**src/rtl/sdram_ctrl_pkg.sv**
```systemverilog
`timescale 1ns/1ps
package sdram_ctrl_pkg;

   // pin code ordered {cs_n, ras_n, cas_n, we_n}
   typedef enum logic [3:0] {
      CMD_MRS = 4'b0000,
      CMD_REF = 4'b0001,
      CMD_PRE = 4'b0010,
      CMD_ACT = 4'b0011,
      CMD_WR  = 4'b0100,
      CMD_RD  = 4'b0101,
      CMD_BST = 4'b0110,
      CMD_NOP = 4'b0111
   } sd_cmd_e;

   typedef enum logic [2:0] {
      ST_POWERUP,
      ST_INIT_REF1,
      ST_INIT_REF2,
      ST_INIT_MRS,
      ST_IDLE,
      ST_COL,
      ST_REF_PRE,
      ST_REF
   } ctrl_state_e;

   function automatic int max2(input int a, input int b);
      return (a > b) ? a : b;
   endfunction

   // mode word: burst-length code, sequential order, CAS latency
   function automatic logic [11:0] mode_word(input int burst_len, input int cas_lat);
      logic [11:0] w;
      w = '0;
      case (burst_len)
         1:       w[2:0] = 3'd0;
         2:       w[2:0] = 3'd1;
         4:       w[2:0] = 3'd2;
         8:       w[2:0] = 3'd3;
         default: w[2:0] = 3'd7;
      endcase
      w[3]   = 1'b0;
      w[6:4] = 3'(cas_lat);
      return w;
   endfunction

endpackage

```
**src/rtl/sdram_refresh_timer.sv**
```systemverilog
`timescale 1ns/1ps
module sdram_refresh_timer #(
   parameter int INTERVAL = 2080
) (
   input  logic clk,
   input  logic rst_n,
   input  logic ack,
   output logic pending
);
   localparam int CW = $clog2(INTERVAL + 1);
   localparam logic [CW-1:0] RELOAD = CW'(INTERVAL - 1);

   logic [CW-1:0] cnt_q;

   always_ff @(posedge clk or negedge rst_n) begin
      if (!rst_n) begin
         cnt_q   <= RELOAD;
         pending <= 1'b0;
      end else begin
         if (cnt_q == '0) cnt_q <= RELOAD;
         else             cnt_q <= cnt_q - 1'b1;
         if (cnt_q == '0) pending <= 1'b1;
         else if (ack)    pending <= 1'b0;
      end
   end
endmodule

```
**src/rtl/sdram_bank_timer.sv**
```systemverilog
`timescale 1ns/1ps
module sdram_bank_timer
   import sdram_ctrl_pkg::*;
#(
   parameter int ACT_HOLD = 9,
   parameter int RD_HOLD  = 7,
   parameter int WR_HOLD  = 7
) (
   input  logic clk,
   input  logic rst_n,
   input  logic act_fire,
   input  logic col_fire,
   input  logic col_write,
   output logic free
);
   localparam int HMAX = max2(ACT_HOLD, max2(RD_HOLD, WR_HOLD));
   localparam int CW   = $clog2(HMAX + 1);
   localparam logic [CW-1:0] L_ACT = CW'(ACT_HOLD - 1);
   localparam logic [CW-1:0] L_RD  = CW'(RD_HOLD - 1);
   localparam logic [CW-1:0] L_WR  = CW'(WR_HOLD - 1);

   logic [CW-1:0] cnt_q, dec_v, load_v, col_v;

   always_comb begin
      dec_v  = (cnt_q == '0) ? '0 : cnt_q - 1'b1;
      col_v  = col_write ? L_WR : L_RD;
      load_v = dec_v;
      if (act_fire && (L_ACT > load_v)) load_v = L_ACT;
      if (col_fire && (col_v > load_v)) load_v = col_v;
   end

   always_ff @(posedge clk or negedge rst_n) begin
      if (!rst_n) cnt_q <= '0;
      else        cnt_q <= load_v;
   end

   assign free = (cnt_q == '0);
endmodule

```
**src/rtl/sdram_cmd_reg.sv**
```systemverilog
`timescale 1ns/1ps
module sdram_cmd_reg
   import sdram_ctrl_pkg::*;
#(
   parameter int BANK_W = 2,
   parameter int ADDR_W = 12
) (
   input  logic              clk,
   input  logic              rst_n,
   input  sd_cmd_e           cmd,
   input  logic [BANK_W-1:0] ba,
   input  logic [ADDR_W-1:0] addr,
   output logic              cs_n,
   output logic              ras_n,
   output logic              cas_n,
   output logic              we_n,
   output logic [BANK_W-1:0] ba_q,
   output logic [ADDR_W-1:0] addr_q
);
   always_ff @(posedge clk or negedge rst_n) begin
      if (!rst_n) begin
         {cs_n, ras_n, cas_n, we_n} <= CMD_NOP;
         ba_q   <= '0;
         addr_q <= '0;
      end else begin
         {cs_n, ras_n, cas_n, we_n} <= cmd;
         ba_q   <= ba;
         addr_q <= addr;
      end
   end
endmodule

```
**src/rtl/sdram_cmd_ctrl.sv**
```systemverilog
`timescale 1ns/1ps
module sdram_cmd_ctrl
   import sdram_ctrl_pkg::*;
#(
   parameter int BANK_W       = 2,
   parameter int ROW_W        = 12,
   parameter int COL_W        = 8,
   parameter int AP_BIT       = 10,
   parameter int BURST_LEN    = 4,
   parameter int CAS_LAT      = 3,
   parameter int T_RCD        = 3,
   parameter int T_RP         = 3,
   parameter int T_RAS        = 6,
   parameter int T_RC         = 9,
   parameter int T_RRD        = 2,
   parameter int T_MRD        = 2,
   parameter int T_DAL        = 4,
   parameter int T_RRC        = 9,
   parameter int REF_INTERVAL = 2080,
   parameter int INIT_CYCLES  = 26600
) (
   input  logic              clk,
   input  logic              rst_n,
   input  logic              req_valid,
   input  logic              req_write,
   input  logic [BANK_W-1:0] req_bank,
   input  logic [ROW_W-1:0]  req_row,
   input  logic [COL_W-1:0]  req_col,
   output logic              req_grant,
   output logic              ready,
   output logic              sd_cke,
   output logic              sd_cs_n,
   output logic              sd_ras_n,
   output logic              sd_cas_n,
   output logic              sd_we_n,
   output logic [BANK_W-1:0] sd_ba,
   output logic [ROW_W-1:0]  sd_addr
);
   localparam int BANKS    = 2 ** BANK_W;
   localparam int ACT_HOLD = max2(T_RC, T_RAS + T_RP);
   localparam int RD_HOLD  = BURST_LEN + T_RP;
   localparam int WR_HOLD  = BURST_LEN - 1 + T_DAL;
   localparam int GAP_MAX  = max2(INIT_CYCLES, max2(T_RRC, max2(T_RP, max2(T_MRD, T_RCD))));
   localparam int GAP_W    = $clog2(GAP_MAX + 1);
   localparam int RRD_W    = $clog2(T_RRD + 1);
   localparam logic [GAP_W-1:0] G_INIT = GAP_W'(INIT_CYCLES - 1);
   localparam logic [GAP_W-1:0] G_RP   = GAP_W'(T_RP - 1);
   localparam logic [GAP_W-1:0] G_RRC  = GAP_W'(T_RRC - 1);
   localparam logic [GAP_W-1:0] G_MRD  = GAP_W'(T_MRD - 1);
   localparam logic [GAP_W-1:0] G_RCD  = GAP_W'(T_RCD - 1);
   localparam logic [RRD_W-1:0] R_RRD  = RRD_W'(T_RRD - 1);
   localparam logic [11:0]      MODE_W = mode_word(BURST_LEN, CAS_LAT);

   // elaboration-time parameter checks
   if (!(BURST_LEN == 1 || BURST_LEN == 2 || BURST_LEN == 4 || BURST_LEN == 8)) begin : g_bad_bl
      $error("BURST_LEN must be 1, 2, 4 or 8");
   end
   if (!(CAS_LAT == 2 || CAS_LAT == 3)) begin : g_bad_cl
      $error("CAS_LAT must be 2 or 3");
   end
   if (ROW_W <= AP_BIT || COL_W >= AP_BIT || ROW_W < 7) begin : g_bad_addr
      $error("address widths do not leave room for the precharge flag");
   end
   if (T_RCD < 2 || T_RP < 2 || T_RRC < 2 || T_MRD < 1 || T_RRD < 1 || INIT_CYCLES < 1) begin : g_bad_t
      $error("timing parameter out of range");
   end

   ctrl_state_e       state_q, state_d;
   logic [GAP_W-1:0]  gap_q, gap_d;
   logic [RRD_W-1:0]  rrd_q;
   logic              op_q, set_op;
   logic              hold_write_q;
   logic [BANK_W-1:0] hold_bank_q;
   logic [COL_W-1:0]  hold_col_q;
   sd_cmd_e           cmd;
   logic [BANK_W-1:0] cmd_ba;
   logic [ROW_W-1:0]  cmd_addr;
   logic              act_fire, col_fire, ref_ack, ref_pending;
   logic [BANKS-1:0]  bank_free, bank_act, bank_col;

   // per-bank recovery timers
   for (genvar b = 0; b < BANKS; b++) begin : g_bank
      assign bank_act[b] = act_fire && (req_bank == BANK_W'(b));
      assign bank_col[b] = col_fire && (hold_bank_q == BANK_W'(b));
      sdram_bank_timer #(
         .ACT_HOLD (ACT_HOLD),
         .RD_HOLD  (RD_HOLD),
         .WR_HOLD  (WR_HOLD)
      ) u_timer (
         .clk       (clk),
         .rst_n     (rst_n),
         .act_fire  (bank_act[b]),
         .col_fire  (bank_col[b]),
         .col_write (hold_write_q),
         .free      (bank_free[b])
      );
   end

   sdram_refresh_timer #(.INTERVAL(REF_INTERVAL)) u_refresh (
      .clk     (clk),
      .rst_n   (rst_n),
      .ack     (ref_ack),
      .pending (ref_pending)
   );

   // scheduler
   always_comb begin
      state_d   = state_q;
      gap_d     = (gap_q == '0) ? '0 : gap_q - 1'b1;
      cmd       = CMD_NOP;
      cmd_ba    = '0;
      cmd_addr  = '0;
      req_grant = 1'b0;
      act_fire  = 1'b0;
      col_fire  = 1'b0;
      ref_ack   = 1'b0;
      set_op    = 1'b0;
      if (gap_q == '0) begin
         case (state_q)
            ST_POWERUP: begin
               cmd              = CMD_PRE;
               cmd_addr[AP_BIT] = 1'b1;
               gap_d            = G_RP;
               state_d          = ST_INIT_REF1;
            end
            ST_INIT_REF1: begin
               cmd     = CMD_REF;
               gap_d   = G_RRC;
               state_d = ST_INIT_REF2;
            end
            ST_INIT_REF2: begin
               cmd     = CMD_REF;
               gap_d   = G_RRC;
               state_d = ST_INIT_MRS;
            end
            ST_INIT_MRS: begin
               cmd      = CMD_MRS;
               cmd_addr = ROW_W'(MODE_W);
               gap_d    = G_MRD;
               set_op   = 1'b1;
               state_d  = ST_IDLE;
            end
            ST_IDLE: begin
               if (ref_pending) begin
                  state_d = ST_REF_PRE;
               end else if (req_valid && bank_free[req_bank] && rrd_q == '0) begin
                  cmd       = CMD_ACT;
                  cmd_ba    = req_bank;
                  cmd_addr  = req_row;
                  req_grant = 1'b1;
                  act_fire  = 1'b1;
                  gap_d     = G_RCD;
                  state_d   = ST_COL;
               end
            end
            ST_COL: begin
               cmd                      = hold_write_q ? CMD_WR : CMD_RD;
               cmd_ba                   = hold_bank_q;
               cmd_addr[COL_W-1:0]      = hold_col_q;
               cmd_addr[AP_BIT]         = 1'b1;
               col_fire                 = 1'b1;
               state_d                  = ST_IDLE;
            end
            ST_REF_PRE: begin
               if (&bank_free) begin
                  cmd              = CMD_PRE;
                  cmd_addr[AP_BIT] = 1'b1;
                  gap_d            = G_RP;
                  state_d          = ST_REF;
               end
            end
            ST_REF: begin
               cmd     = CMD_REF;
               gap_d   = G_RRC;
               ref_ack = 1'b1;
               state_d = ST_IDLE;
            end
            default: state_d = ST_IDLE;
         endcase
      end
   end

   always_ff @(posedge clk or negedge rst_n) begin
      if (!rst_n) begin
         state_q      <= ST_POWERUP;
         gap_q        <= G_INIT;
         rrd_q        <= '0;
         op_q         <= 1'b0;
         hold_write_q <= 1'b0;
         hold_bank_q  <= '0;
         hold_col_q   <= '0;
      end else begin
         state_q <= state_d;
         gap_q   <= gap_d;
         if (act_fire)         rrd_q <= R_RRD;
         else if (rrd_q != '0) rrd_q <= rrd_q - 1'b1;
         if (set_op) op_q <= 1'b1;
         if (req_grant) begin
            hold_write_q <= req_write;
            hold_bank_q  <= req_bank;
            hold_col_q   <= req_col;
         end
      end
   end

   sdram_cmd_reg #(.BANK_W(BANK_W), .ADDR_W(ROW_W)) u_pins (
      .clk    (clk),
      .rst_n  (rst_n),
      .cmd    (cmd),
      .ba     (cmd_ba),
      .addr   (cmd_addr),
      .cs_n   (sd_cs_n),
      .ras_n  (sd_ras_n),
      .cas_n  (sd_cas_n),
      .we_n   (sd_we_n),
      .ba_q   (sd_ba),
      .addr_q (sd_addr)
   );

   assign ready  = op_q;
   assign sd_cke = 1'b1;
endmodule

```
**config.mk**
```make
export PLATFORM = sky130hd
export DESIGN_NAME = sdram_cmd_ctrl
export DESIGN_NICKNAME = d
export VERILOG_FILES = /design/src/rtl/sdram_ctrl_pkg.sv /design/src/rtl/sdram_refresh_timer.sv /design/src/rtl/sdram_bank_timer.sv /design/src/rtl/sdram_cmd_reg.sv /design/src/rtl/sdram_cmd_ctrl.sv
export SDC_FILE = /design/constraint.sdc
export NUM_CORES = 1
export LEC_CHECK = 0
export ABC_AREA = 1
export BUFFER_PORTS_ARGS = -buffer_cell sky130_fd_sc_hd__buf_2
export CAP_MARGIN = 20
export CORE_MARGIN = 8
export CORE_UTILIZATION = 40
export CTS_CLUSTER_SIZE = 28
export DETAILED_ROUTE_END_ITERATION = 7
export GPL_TIMING_DRIVEN = 0
export SLEW_MARGIN = 0
export SYNTH_ARGS = -nofsm -noshare
export SYNTH_HDL_FRONTEND = slang
export SYNTH_SLANG_ARGS = --single-unit
```
**constraint.sdc**
```tcl
create_clock -name clk -period 1.8 [get_ports clk]
set_input_delay 0.27 -clock clk [delete_from_list [all_inputs] [get_ports clk]]
set_output_delay 0.27 -clock clk [all_outputs]
set_load 0.02 [all_outputs]
```
==> results.sh <==
export IMPL_yosysTopAreaCellShare_pct=36.7
export IMPL_clockBufferDepth=2
export IMPL_cts_inserted_buffers=9
export IMPL_hold_ws_ns=0.119
export IMPL_fin_crit_ns=2.01
export IMPL_placed_area_um2=4370
export IMPL_ant_nets=0
export IMPL_comb_power_share_pct=28.5
export IMPL_path_clk_slew_ns=0.09
export IMPL_cts_tree="done"
export IMPL_worstSetupStartpointType="flip-flop"
export IMPL_rr_startpoint="g_bank[0].u_timer.cnt_q[0]"
export IMPL_crit_required_ns=1.53
export IMPL_whs_endpoint="hold_col_q[4]"
export IMPL_r2r_cells=13
export IMPL_cts_sinks=78
export IMPL_yosys_area_top_type="dfrtp_1"
export IMPL_yosys_area_share_adder_pct=1.58
export IMPL_nNetsFinal=596
export IMPL_setup_viol=1
export IMPL_p_seq_share_pct=43.7
export IMPL_final_common_cell="nand2_1"
export IMPL_final_cell_area_um2=4950
export IMPL_r2r_end="hold_write_q"
export IMPL_synthSimpleGateAreaFrac_pct=29.9
export IMPL_cp_arrival_ns=1.74
export IMPL_start_util_pct=40.8
export IMPL_switching_share_pct=33.6
export IMPL_synth_xor_area_share_pct=2.44
export IMPL_muxShareOfSynthArea_pct=0
export IMPL_synth_top_family_by_area="simple AND/OR/NAND/NOR gates"
export IMPL_rows=36
export IMPL_antenna_found_initial=0
export IMPL_cp_slowest_stage_delay_ns=0.42
export IMPL_min_path_cells=3
export IMPL_routed_wl_um=9200
export IMPL_grtUsageTotal_pct=14.2
export IMPL_num_vias=3336
export IMPL_holdCritStartpoint="req_col[4]"
export IMPL_status="finished with violations"
export IMPL_area_growth_pct=25.2
export IMPL_synth_edf_count=0
export IMPL_ir_worst_vdd_mv=0.511
export IMPL_final_hold_viol_count=0
export IMPL_netlist_area_um2=3960
export IMPL_antenna_cells=0
export IMPL_port_buffer_count=44
export IMPL_critPathMaxFanout=3
export IMPL_r2r_slack_ns=0
export IMPL_layout_common_cells="111 x nand2_1, 58 x inv_1, 58 x dfrtp_1, 53 x nor2_1, 44 x buf_2"
export IMPL_core_area_um2=9680
export IMPL_finalPower_w=0.00539
export IMPL_slew_viol_final=0
export IMPL_setup_slack_ns=-0.212
export IMPL_fp_dieH_um=115
export IMPL_rsz0062_at_grt="yes"
export IMPL_violations="negative setup slack"
export IMPL_hpwl_um=6460
export IMPL_cp_slowest_cell="dfrtp_1"
export IMPL_grt_pass1_vias=3205
export IMPL_critical_path_class="reg2out"
export IMPL_cap_violations=0
export IMPL_overflow=0
export IMPL_insertion_delay_ns=0.34
export IMPL_synth_compound_area_share_pct=7.75
export IMPL_avgSynthCellArea_um2=8.17
export IMPL_finClkSkew_ns=0.0115
export IMPL_drive_gt1_share_pct=29.3
export IMPL_fillerInstances=945
export IMPL_synth_cell_type_count=35
export IMPL_grt_pass1_wl_um=15100
export IMPL_drtIter0Drc=163
export IMPL_die_x_um=115
export IMPL_wl_per_cell_um=13.1
export IMPL_yosys_register_bits=78
export IMPL_ys_top_cells_by_area="dfrtp_1 37%, dfstp_2 13%, nand2_1 11%"
export IMPL_dieArea_um2=13300
export IMPL_via_per_inst=4.75
export IMPL_synthFlopType="dfrtp_1"
export IMPL_hold_path_class="in2reg"
export IMPL_syn_nets=515
export IMPL_yosys_warnings=0
export IMPL_p_clk_share_pct=27.8
export IMPL_cts_root_buffer="clkbuf_8"
export IMPL_p_switching_w=0.00181
export IMPL_crit_path_frequent_cell="nor2_4"
export IMPL_grt_max_degree=51
export IMPL_synthCells=484
export IMPL_final_util_pct=51.1
export IMPL_htree_levels=3
export IMPL_ioPinCount=47
export IMPL_endpoint_kind="primary output"
export IMPL_ys_seq_area_share_pct=50.0
export IMPL_fmax_mhz=497
export IMPL_p_leak_nw=2.46
export IMPL_drc=0
export IMPL_fin_crit_sh_pct=112
export IMPL_cellPowerDensity_nw_per_um2=1090
export IMPL_first_pass_iters=4
export IMPL_place_gp_congestion=0.858
export IMPL_path_cells="nor2_4, nand3_2, nand2_1, nand2_1, nor2_4, nand2_2, nor2_4, buf_6, buf_6"
export IMPL_finalSetupTns_ns=-0.212
export IMPL_async_flop_share_pct=100
export IMPL_cellInternalPower_w=0.00358
power by group through the flow:
stage	clock [W]	combinational, W	sequential, W
2_1_floorplan	0	0.000935	0.00231
3_3_place_gp	0	0.00116	0.00236
3_5_place_dp	0	0.00120	0.00237
4_1_cts	0.00154	0.00133	0.00233
5_1_grt	0.00161	0.00176	0.00239
6_report	0.00150	0.00153	0.00235
critical path: cells and delay by family, from the launching register on:
kind	cells	cell delay, ns
and+or+nand+nor	7	0.76
DFF	1	0.42
buffers and inverters	2	0.23
Yosys cell counts (2+ instances only):
library cell	number
nand2_1	116
nand2_2	2
nor4_1	2
conb_1	2
nand3_1	28
buf_6	3
inv_2	4
nor2_4	5
nor3_2	5
dfrtp_1	58
or2_2	2
buf_2	4
xnor2_1	4
nand4_1	12
buf_4	3
nor3_1	8
nor3b_1	3
o21ai_0	22
xor2_1	7
o21bai_1	3
a31oi_1	4
nor2_1	56
a21oi_1	22
inv_1	62
o21ai_1	3
nor2_2	12
dfstp_2	20
ha_1	5
through the flow:
stage,std cells,worst slack [ns]
6_report,703,-0.212
5_1_grt,703,-0.360
4_1_cts,690,-0.253
3_5_place_dp,662,-0.245
3_3_place_gp,661,-0.243
2_1_floorplan,484,0.181
cells by family after synthesis:
group	count (synthesis)
AOI/OAI and AO/OA	57
DFF	78
adders and majority gates	5
buffers and inverters	76
and+or+nand+nor	255
xor gates and xnor gates	11
other	2
metal layers:
metal / wire [um] / part of all wire, % / GRT usage (%)
met1: 4270 / 46 / 18.1
met2: 4450 / 48 / 23.2
met4: 94 / 1.0 / 4.29
met5: 0 / 0 / 0
met3: 385 / 4.2 / 3.60
state kept, by name (all words and copies together), names as in the netlist:
register              cells
u_pins.ba_q               2
rrd_q                     2
u_pins.we_n               1
u_refresh.cnt_q          12
state_q                   3
u_refresh.pending         1
ready                     1
hold_col_q                8
hold_write_q              1
u_pins.addr_q            12
u_pins.cas_n              1
hold_bank_q               2
u_pins.ras_n              1
gap_q                    15
g_bank.u_timer.cnt_q     16
final cells by class:
class                   count  area (um2)  area share (%)
multi-input cells         330        1760            35.6
flip-flops and latches     78        1980            39.9
repair buffers             70         468            9.45
plain buffers              10        92.6            1.87
inverters                  66         255            5.15
clock inverters             6        93.8            1.89
well taps                 133         166            3.36
clock buffers              10         138            2.78
repair_timing:
item / CTS / global route
cloned: 0 / 1
hold buffers: 1 / 0
setup endpoints to repair: 27 / 46
pin swaps: 9 / 13
endpoints found under the hold margin: 17 / 0
setup buffers: 11 / 13
resized for setup: 10 / 29
worst max path at each step:
| stage | startpoint | end | slack [ns] | cells after the start |
|---|---|---|---|---|
| after detailed placement | rrd_q[0] | req_grant | -0.24 | 10 |
| after floorplan | gap_q[0] | u_pins.addr_q[1] | 0.18 | 9 |
| after CTS | rrd_q[0] | req_grant | -0.25 | 10 |
| final | g_bank[0].u_timer.cnt_q[0] | req_grant | -0.21 | 9 |
| after global placement | rrd_q[0] | req_grant | -0.24 | 10 |
| after global routing | g_bank[0].u_timer.cnt_q[0] | req_grant | -0.36 | 9 |
Note: power is estimated with default switching activity, not from simulation.
